File: src/rtl/pll_search_pkg.sv
package pll_search_pkg;
    localparam int PD_IDXW = 3;

    typedef enum logic [2:0] {
        ST_IDLE,
        ST_EVAL,
        ST_WAIT_N,
        ST_WAIT_F,
        ST_STEP,
        ST_FINISH
    } srch_state_e;
endpackage

File: src/rtl/pll_pd_table.sv
module pll_pd_table
    import pll_search_pkg::*;
#(
    parameter int PDW = 8
) (
    input  logic               set_sel,
    input  logic [PD_IDXW-1:0] idx,
    output logic [PDW-1:0]     value
);
    always_comb begin
        if (!set_sel) begin
            value = PDW'(1) << idx;
        end else begin
            case (idx)
                3'd0:    value = PDW'(1);
                3'd1:    value = PDW'(2);
                3'd2:    value = PDW'(4);
                3'd3:    value = PDW'(8);
                3'd4:    value = PDW'(3);
                3'd5:    value = PDW'(0);
                3'd6:    value = PDW'(6);
                default: value = PDW'(12);
            endcase
        end
    end
endmodule

File: src/rtl/pll_rdiv.sv
module pll_rdiv #(
    parameter int NUMW = 38,
    parameter int DENW = 21
) (
    input  logic            clk,
    input  logic            rst_n,
    input  logic            go,
    input  logic [NUMW-1:0] num,
    input  logic [DENW-1:0] den,
    output logic            done,
    output logic [NUMW-1:0] quo
);
    localparam int CW = $clog2(NUMW + 1);

    typedef struct packed {
        logic            busy;
        logic            done;
        logic [CW-1:0]   cnt;
        logic [NUMW-1:0] sh;
        logic [DENW-1:0] rem;
        logic [DENW-1:0] den;
    } div_t;

    div_t r_q, r_d;
    logic [DENW:0] trial;

    always_comb begin
        r_d      = r_q;
        r_d.done = 1'b0;
        trial    = {r_q.rem, r_q.sh[NUMW-1]};
        if (go) begin
            r_d.busy = 1'b1;
            r_d.cnt  = CW'(NUMW);
            r_d.sh   = num;
            r_d.rem  = '0;
            r_d.den  = den;
        end else if (r_q.busy) begin
            if (trial >= {1'b0, r_q.den}) begin
                r_d.rem = DENW'(trial - {1'b0, r_q.den});
                r_d.sh  = {r_q.sh[NUMW-2:0], 1'b1};
            end else begin
                r_d.rem = trial[DENW-1:0];
                r_d.sh  = {r_q.sh[NUMW-2:0], 1'b0};
            end
            r_d.cnt = r_q.cnt - CW'(1);
            if (r_q.cnt == CW'(1)) begin
                r_d.busy = 1'b0;
                r_d.done = 1'b1;
            end
        end
    end

    always_ff @(posedge clk) begin
        if (!rst_n) r_q <= '0;
        else        r_q <= r_d;
    end

    assign done = r_q.done;
    assign quo  = r_q.sh;

    // a finished division leaves a remainder below the divisor
    p_rem_below_den_r3: assert property (@(posedge clk) disable iff (!rst_n)
        (r_q.done && r_q.den != '0) |-> (r_q.rem < r_q.den));

    // the divider result strobe lasts a single cycle
    p_div_done_pulse_r3: assert property (@(posedge clk) disable iff (!rst_n)
        r_q.done |=> !r_q.done);
endmodule

File: src/rtl/pll_div_search.sv
module pll_div_search
    import pll_search_pkg::*;
#(
    parameter int FW  = 20,
    parameter int NW  = 9,
    parameter int MW  = 9,
    parameter int PDW = 8,
    parameter int TOL = 2000
) (
    input  logic               clk,
    input  logic               rst_n,
    input  logic               start,
    input  logic [FW-1:0]      target_khz,
    input  logic [FW-1:0]      ref_khz,
    input  logic               ref_double,
    input  logic [NW-1:0]      n_min,
    input  logic [NW-1:0]      n_max,
    input  logic [MW-1:0]      m_min,
    input  logic [MW-1:0]      m_max,
    input  logic               pd_set,
    input  logic [FW-1:0]      vco_limit_khz,
    output logic               busy,
    output logic               done,
    output logic [NW-1:0]      n_out,
    output logic [MW-1:0]      m_out,
    output logic [PD_IDXW-1:0] d_out,
    output logic [FW-1:0]      synth_khz,
    output logic               fail
);
    localparam int RW   = FW + 1;
    localparam int MLW  = MW + PDW;
    localparam int TPW  = FW + PDW;
    localparam int NUMW = FW + MW + PDW + 1;
    localparam int DENW = (RW > MLW) ? RW : MLW;
    localparam logic [PD_IDXW-1:0] LAST_IDX = '1;

    typedef struct packed {
        srch_state_e        st;
        logic [MW-1:0]      m;
        logic [PD_IDXW-1:0] d;
        logic [FW-1:0]      tgt;
        logic [RW-1:0]      rf;
        logic [MLW-1:0]     mult;
        logic [NW-1:0]      cn;
        logic [NW-1:0]      bn;
        logic [MW-1:0]      bm;
        logic [PD_IDXW-1:0] bd;
        logic [NUMW-1:0]    bf;
        logic [NUMW-1:0]    be;
        logic               any;
        logic               done;
        logic               fail;
    } srch_t;

    srch_t r_q, r_d;

    logic [PDW-1:0]  pd_val;
    logic            div_go;
    logic [NUMW-1:0] div_num;
    logic [DENW-1:0] div_den;
    logic            div_done;
    logic [NUMW-1:0] div_quo;
    logic [TPW-1:0]  tgt_x_pd;
    logic            pd_skip;
    logic [NW-1:0]   n_clamped;
    logic [NUMW-1:0] err;
    logic            better;

    pll_pd_table #(.PDW(PDW)) u_table (
        .set_sel (pd_set),
        .idx     (r_q.d),
        .value   (pd_val)
    );

    pll_rdiv #(.NUMW(NUMW), .DENW(DENW)) u_div (
        .clk   (clk),
        .rst_n (rst_n),
        .go    (div_go),
        .num   (div_num),
        .den   (div_den),
        .done  (div_done),
        .quo   (div_quo)
    );

    always_comb begin
        tgt_x_pd = TPW'(r_q.tgt) * TPW'(pd_val);
        pd_skip  = (pd_val == '0) ||
                   ((vco_limit_khz != '0) && (TPW'(vco_limit_khz) < tgt_x_pd));

        if (div_quo < NUMW'(n_min))      n_clamped = n_min;
        else if (div_quo > NUMW'(n_max)) n_clamped = n_max;
        else                             n_clamped = div_quo[NW-1:0];

        err    = (div_quo >= NUMW'(r_q.tgt)) ? (div_quo - NUMW'(r_q.tgt))
                                              : (NUMW'(r_q.tgt) - div_quo);
        better = (err < r_q.be) || ((err == r_q.be) && (r_q.bn < r_q.cn));
    end

    always_comb begin
        r_d      = r_q;
        r_d.done = 1'b0;
        div_go   = 1'b0;
        div_num  = '0;
        div_den  = '0;

        case (r_q.st)
            ST_IDLE: begin
                if (start) begin
                    r_d.st   = (m_min > m_max) ? ST_FINISH : ST_EVAL;
                    r_d.m    = m_min;
                    r_d.d    = '0;
                    r_d.tgt  = target_khz;
                    r_d.rf   = ref_double ? (RW'(ref_khz) << 1) : RW'(ref_khz);
                    r_d.bn   = '0;
                    r_d.bm   = '0;
                    r_d.bd   = '0;
                    r_d.bf   = '0;
                    r_d.be   = '1;
                    r_d.any  = 1'b0;
                    r_d.fail = 1'b0;
                end
            end
            ST_EVAL: begin
                if (pd_skip) begin
                    r_d.st = ST_STEP;
                end else begin
                    r_d.mult = MLW'(r_q.m) * MLW'(pd_val);
                    div_go   = 1'b1;
                    div_num  = NUMW'(r_q.tgt) * NUMW'(r_q.m) * NUMW'(pd_val)
                             + NUMW'(r_q.rf >> 1);
                    div_den  = DENW'(r_q.rf);
                    r_d.st   = ST_WAIT_N;
                end
            end
            ST_WAIT_N: begin
                if (div_done) begin
                    r_d.cn  = n_clamped;
                    div_go  = 1'b1;
                    div_num = NUMW'(n_clamped) * NUMW'(r_q.rf)
                            + NUMW'(r_q.mult >> 1);
                    div_den = DENW'(r_q.mult);
                    r_d.st  = ST_WAIT_F;
                end
            end
            ST_WAIT_F: begin
                if (div_done) begin
                    if (better) begin
                        r_d.bn = r_q.cn;
                        r_d.bm = r_q.m;
                        r_d.bd = r_q.d;
                        r_d.bf = div_quo;
                        r_d.be = err;
                    end
                    r_d.any = 1'b1;
                    r_d.st  = ST_STEP;
                end
            end
            ST_STEP: begin
                if (r_q.d == LAST_IDX) begin
                    r_d.d = '0;
                    if (r_q.m >= m_max) begin
                        r_d.st = ST_FINISH;
                    end else begin
                        r_d.m  = r_q.m + MW'(1);
                        r_d.st = ST_EVAL;
                    end
                end else begin
                    r_d.d  = r_q.d + PD_IDXW'(1);
                    r_d.st = ST_EVAL;
                end
            end
            ST_FINISH: begin
                r_d.done = 1'b1;
                r_d.fail = !r_q.any || (r_q.be > NUMW'(TOL));
                r_d.st   = ST_IDLE;
            end
            default: r_d.st = ST_IDLE;
        endcase
    end

    always_ff @(posedge clk) begin
        if (!rst_n) r_q <= '0;
        else        r_q <= r_d;
    end

    assign busy      = (r_q.st != ST_IDLE);
    assign done      = r_q.done;
    assign fail      = r_q.fail;
    assign n_out     = r_q.bn;
    assign m_out     = r_q.bm;
    assign d_out     = r_q.bd;
    assign synth_khz = (|r_q.bf[NUMW-1:FW]) ? '1 : r_q.bf[FW-1:0];

    // an accepted start makes the engine busy next cycle
    p_start_busy_r2: assert property (@(posedge clk) disable iff (!rst_n)
        (start && !busy) |=> busy);

    // completion strobe is one cycle wide and coincides with idle
    p_done_pulse_r2: assert property (@(posedge clk) disable iff (!rst_n)
        done |=> !done);
    p_done_idle_r2: assert property (@(posedge clk) disable iff (!rst_n)
        done |-> !busy);

    // the best error never grows during a search
    p_err_monotone_r4: assert property (@(posedge clk) disable iff (!rst_n)
        (busy && $past(busy)) |-> (r_q.be <= $past(r_q.be)));

    // a reported divider lies inside the configured range
    p_n_in_range_r6: assert property (@(posedge clk) disable iff (!rst_n)
        (done && r_q.any) |-> (n_out >= n_min && n_out <= n_max));

    // a zero table entry is never sent to the divider
    p_zero_skipped_r7: assert property (@(posedge clk) disable iff (!rst_n)
        (r_q.st == ST_EVAL && pd_val == '0) |-> !div_go);

    // a search with nothing evaluated fails with zeroed results
    p_none_fails_r10: assert property (@(posedge clk) disable iff (!rst_n)
        (done && !r_q.any) |-> (fail && n_out == '0 && synth_khz == '0));

    // a passing result is within tolerance of the latched target
    p_pass_within_tol_r10: assert property (@(posedge clk) disable iff (!rst_n)
        (done && !fail) |-> ((NUMW'(synth_khz) + NUMW'(TOL) >= NUMW'(r_q.tgt)) &&
                             (NUMW'(synth_khz) <= NUMW'(r_q.tgt) + NUMW'(TOL))));

    // results hold while idle with no start
    p_hold_r11: assert property (@(posedge clk) disable iff (!rst_n)
        (!busy && !start && !done) |=> ($stable(n_out) && $stable(m_out) &&
                                        $stable(d_out) && $stable(fail)));
endmodule

File: config.mk
export PLATFORM = sky130hd
export DESIGN_NAME = pll_div_search
export DESIGN_NICKNAME = d
export VERILOG_FILES = /design/src/rtl/pll_search_pkg.sv /design/src/rtl/pll_pd_table.sv /design/src/rtl/pll_rdiv.sv /design/src/rtl/pll_div_search.sv
export SDC_FILE = /design/constraint.sdc
export NUM_CORES = 2
export LEC_CHECK = 0
export BUFFER_PORTS_ARGS = -buffer_cell sky130_fd_sc_hd__buf_4
export CELL_PAD_IN_SITES_DETAIL_PLACEMENT = 0
export CELL_PAD_IN_SITES_GLOBAL_PLACEMENT = 1
export CORE_MARGIN = 2
export CORE_UTILIZATION = 45
export DETAILED_ROUTE_END_ITERATION = 16
export PLACE_DENSITY = 0.8
export SLEW_MARGIN = 20
export SYNTH_ARGS = -nofsm -noshare
export SYNTH_HDL_FRONTEND = slang
export SYNTH_SLANG_ARGS = --single-unit
File: constraint.sdc
create_clock -name clk -period 9.9 [get_ports clk]
set_input_delay 0.495 -clock clk [delete_from_list [all_inputs] [get_ports clk]]
set_output_delay 0.495 -clock clk [all_outputs]
set_load 0.03 [all_outputs]
==> run_results.csv <==
group,metric,value,unit
run_status,status,"finished clean",
routing,drtAntennaViolNets,0,
global_route,met1_usage,0.412,
yosys,synthesis.nets,6704,
global_route,grt_use_met3,0.0537,
cts,clkLatencyLatePin,0.57,ns
setup_path,path_class,"register to register",
yosys,netlist_instances,5545,
floorplan,pin_count,145,
global_route,grt_use_total,0.294,
setup_path,r2r_slack,0.37,ns
place,dpl.hpwl,120000,µm
timing,max-slew-margin-rel,0.294,
setup_path,r2r_start,"r_q[149]",
setup_path,r2r-end,"u_div.quo[37]",
routing,wirelength,150000,µm
yosys,synth_top_area_frac,0.272,
yosys,yosysWarnings,0,
routing,drt_iter0_markers,3212,
setup_path,worst_path_max_delay_cell,"fa_1",
floorplan,dieArea,102000,µm²
timing,hold_viol_final,0,
hold_path,worstHoldPathCells,3,
cts,clock_sinks,270,
yosys,netlist_area,44800,µm²
global_route,grt_max_degree,97,
floorplan,rows,115,
floorplan,core,98600,µm²
setup_path,end_kind,"register",
floorplan,fp.dieW,320,µm
cts,clock_tree.buffer_depth,3,
yosys,synthAdderAreaFrac,0.397,
hold_path,hp-class,"input pin to register",
setup_path,critPathMaxFanout,6,
setup_path,critPathMaxStageDelay,0.56,ns
routing,wire_per_inst,21.5,µm
floorplan,initial_core_util,0.455,
yosys,synth_compound_area_frac,0.147,
yosys,yosys-top-cells-area,"fa_1 27%, ha_1 13%, dfxtp_1 12%, inv_1 7.3%, nand2_1 5.9%",
pwr,power_per_cell_area,173,nW/µm²
layout,fillers,9597,
layout,fin_nets,6804,
timing,slew_viol_final,0,
hold_path,worstHoldStart,"target_khz[11]",
layout,area_growth,11.1,%
run,maxCapViolCount,0,
routing,vias_per_cell,5.67,
timing,rsz0062_at_grt,"true",
timing,setup_viol,0,
yosys,synth_top_family_by_area,"adder cells",
timing,max_freq,105,MHz
global_route,globalRouteMet2Util,0.453,
cts,clk_pin_slew,0.07,ns
cts,cts_tree,"yes",
pwr,power_leakage,23.4,nW
cts,h-tree-depth,2,
floorplan,die_h,320,µm
timing,whs,0.227,ns
pwr,ir_drop,0.220,mV
yosys,synth_edf_count,0,
place,io_buffers,144,
timing,tns,0,ns
global_route,antenna_found_initial,3,
routing,drtPass1Iterations,6,
cts,clockRootBuffer,"clkbuf_16",
cts,cts_buffers,34,
setup_path,cp_common_cell,"fa_1",
global_route,grt_pass1_vias,38700,
routing,vias,39400,
place,place.gp.congestion,0.994,
global_route,busiest_layer,"met2",
yosys,yosys.area_share.simple,0.180,
global_route,overflow,0,
yosys,ys.flop_type,"dfxtp_1",
layout,final_cell_mix,"866 x inv_1, 706 x nand2_1, 607 x fa_1",
yosys,synth.distinct_cells,93,
timing,period_minus_slack,9.53,ns
yosys,synth_xor_area_frac,0.0317,
yosys,synth_seq_cells,270,
routing,drc_errors,0,
yosys,seq_area_frac_synth,0.121,
timing,worstMarginPinSlew,1.06,ns
timing,period_share,0.962,
setup_path,start_kind,"register",
timing,finalClockSkew,0.0362,ns
global_route,grt_pass1_wl,233000,µm
cts,cts_hold_buf,0,
yosys,async_flop_share,0,
layout,drive_above_1_share,0.107,
yosys,yosys.area.top_type,"fa_1",
layout,final_common_cell,"inv_1",
setup_path,critPathArrivalTime,9.97,ns
yosys,avgSynthCellArea,8.08,µm²
yosys,synthMuxAreaShare,0.0204,
hold_path,hold_path_end,"r_q[158]",
setup_path,critPathRequiredTime,10.34,ns
setup_path,reg2reg_depth,37,
[metrics by stage]
stage          setup WS (ns)  utilization  instance area [µm²]  instances  total power, mW
2_1_floorplan          0.175            -                44800       5545             5.52
3_3_place_gp         -0.0785        0.486                47900       6869             7.15
3_5_place_dp          -0.141        0.487                48000       6870             7.20
4_1_cts               0.0442        0.499                49100       6931             8.55
5_1_grt              -0.0190        0.505                49800       6957             9.39
6_report               0.374        0.505                49800       6958             8.64
[metal layers]
| layer | wire length, µm | vias to the layer above |
|---|---|---|
| met5 | 0 | - |
| met4 | 5880 | 0 |
| met3 | 11600 | 269 |
| met2 | 65800 | 1417 |
| met1 | 66400 | 19500 |
| li1 | - | 18200 |
[registers in the layout, indices dropped and copies added, names as in the netlist]
signal / cells
u_div.done: 1
m_out: 9
u_div.quo: 38
fail: 1
d_out: 3
u_div.r_q: 49
n_out: 9
done: 1
r_q: 159
[power breakdown]
| part | leakage (nW) | switching [mW] | internal [mW] |
|---|---|---|---|
| registers | 2.21 | 0.158 | 1.17 |
| clock network | 0.555 | 0.555 | 0.746 |
| logic | 20.6 | 3.71 | 2.30 |
[worst max-delay path by stage]
stage / from / depth (start not counted) / slack, ns / to
CTS: r_q[177] / 36 / 0.04 / u_div.quo[37]
finish: r_q[149] / 37 / 0.37 / u_div.quo[37]
floorplan: r_q[178] / 39 / 0.17 / u_div.quo[37]
global placement: r_q[153] / 36 / -0.08 / u_div.quo[37]
global route: r_q[171] / 41 / -0.02 / u_div.quo[37]
detailed placement: r_q[153] / 37 / -0.14 / u_div.quo[37]
[worst max-delay path: cells and delay by family (launching register included)]
| kind | cells | cell delay (ns) |
|---|---|---|
| AND/OR/NAND/NOR | 3 | 0.29 |
| buffers and inverters | 7 | 0.72 |
| flip-flops | 1 | 0.34 |
| AO/OA/AOI/OAI | 15 | 2.89 |
| adder cells (fa/ha/maj) | 10 | 4.72 |
| XOR/XNOR | 2 | 0.43 |
[logic make-up (layout without fill, tap and decap cells)]
family / Yosys count / count (layout)
AND/OR/NAND/NOR: 1774 / 1774
buffers and inverters: 1195 / 1320
adder cells (fa/ha/maj): 1058 / 1058
AO/OA/AOI/OAI: 997 / 997
flip-flops: 270 / 270
XOR/XNOR: 162 / 162
multiplexers: 89 / 89
other: 0 / 1
[final cells by class]
class	instances	area, µm²	share of cell area
Multi-Input combinational cell	4080	35200	0.707
Tap cell	1287	1610	0.0323
Inverter	874	3290	0.0660
Timing Repair Buffer	385	3060	0.0615
Clock inverter	20	246	0.00495
Sequential cell	270	5460	0.110
Clock buffer	41	907	0.0182
Antenna cell	1	2.50	0.0000503
[timing repair]
item,in CTS,in global routing
setup buffers,0,23
pin swaps,0,45
gates resized for setup,12,95
gates cloned,0,2
setup endpoints to repair,4,16
[synth_stat cells (9+ instances only)]
cell type / number
a211oi_1: 71
a21boi_0: 10
a21o_1: 104
a21oi_1: 326
a22oi_1: 33
a311o_1: 9
a311oi_1: 12
a31oi_1: 43
and2_1: 188
and3_1: 27
buf_1: 24
buf_2: 25
buf_4: 21
clkbuf_1: 245
dfxtp_1: 270
fa_1: 609
ha_1: 449
inv_1: 870
mux2_2: 19
mux2i_1: 70
nand2_1: 707
nand2b_1: 66
nand3_1: 125
nand4_1: 38
nor2_1: 443
nor2b_1: 19
nor3_1: 59
nor4_1: 39
o2111ai_1: 10
o211ai_1: 22
o21a_1: 33
o21ai_0: 144
o21bai_1: 21
o221a_2: 17
o22ai_1: 13
o31a_1: 14
o31ai_1: 12
or2_2: 9
or3_1: 18
xnor2_1: 105
xor2_1: 57
Note: power is estimated with default switching activity, not from simulation.
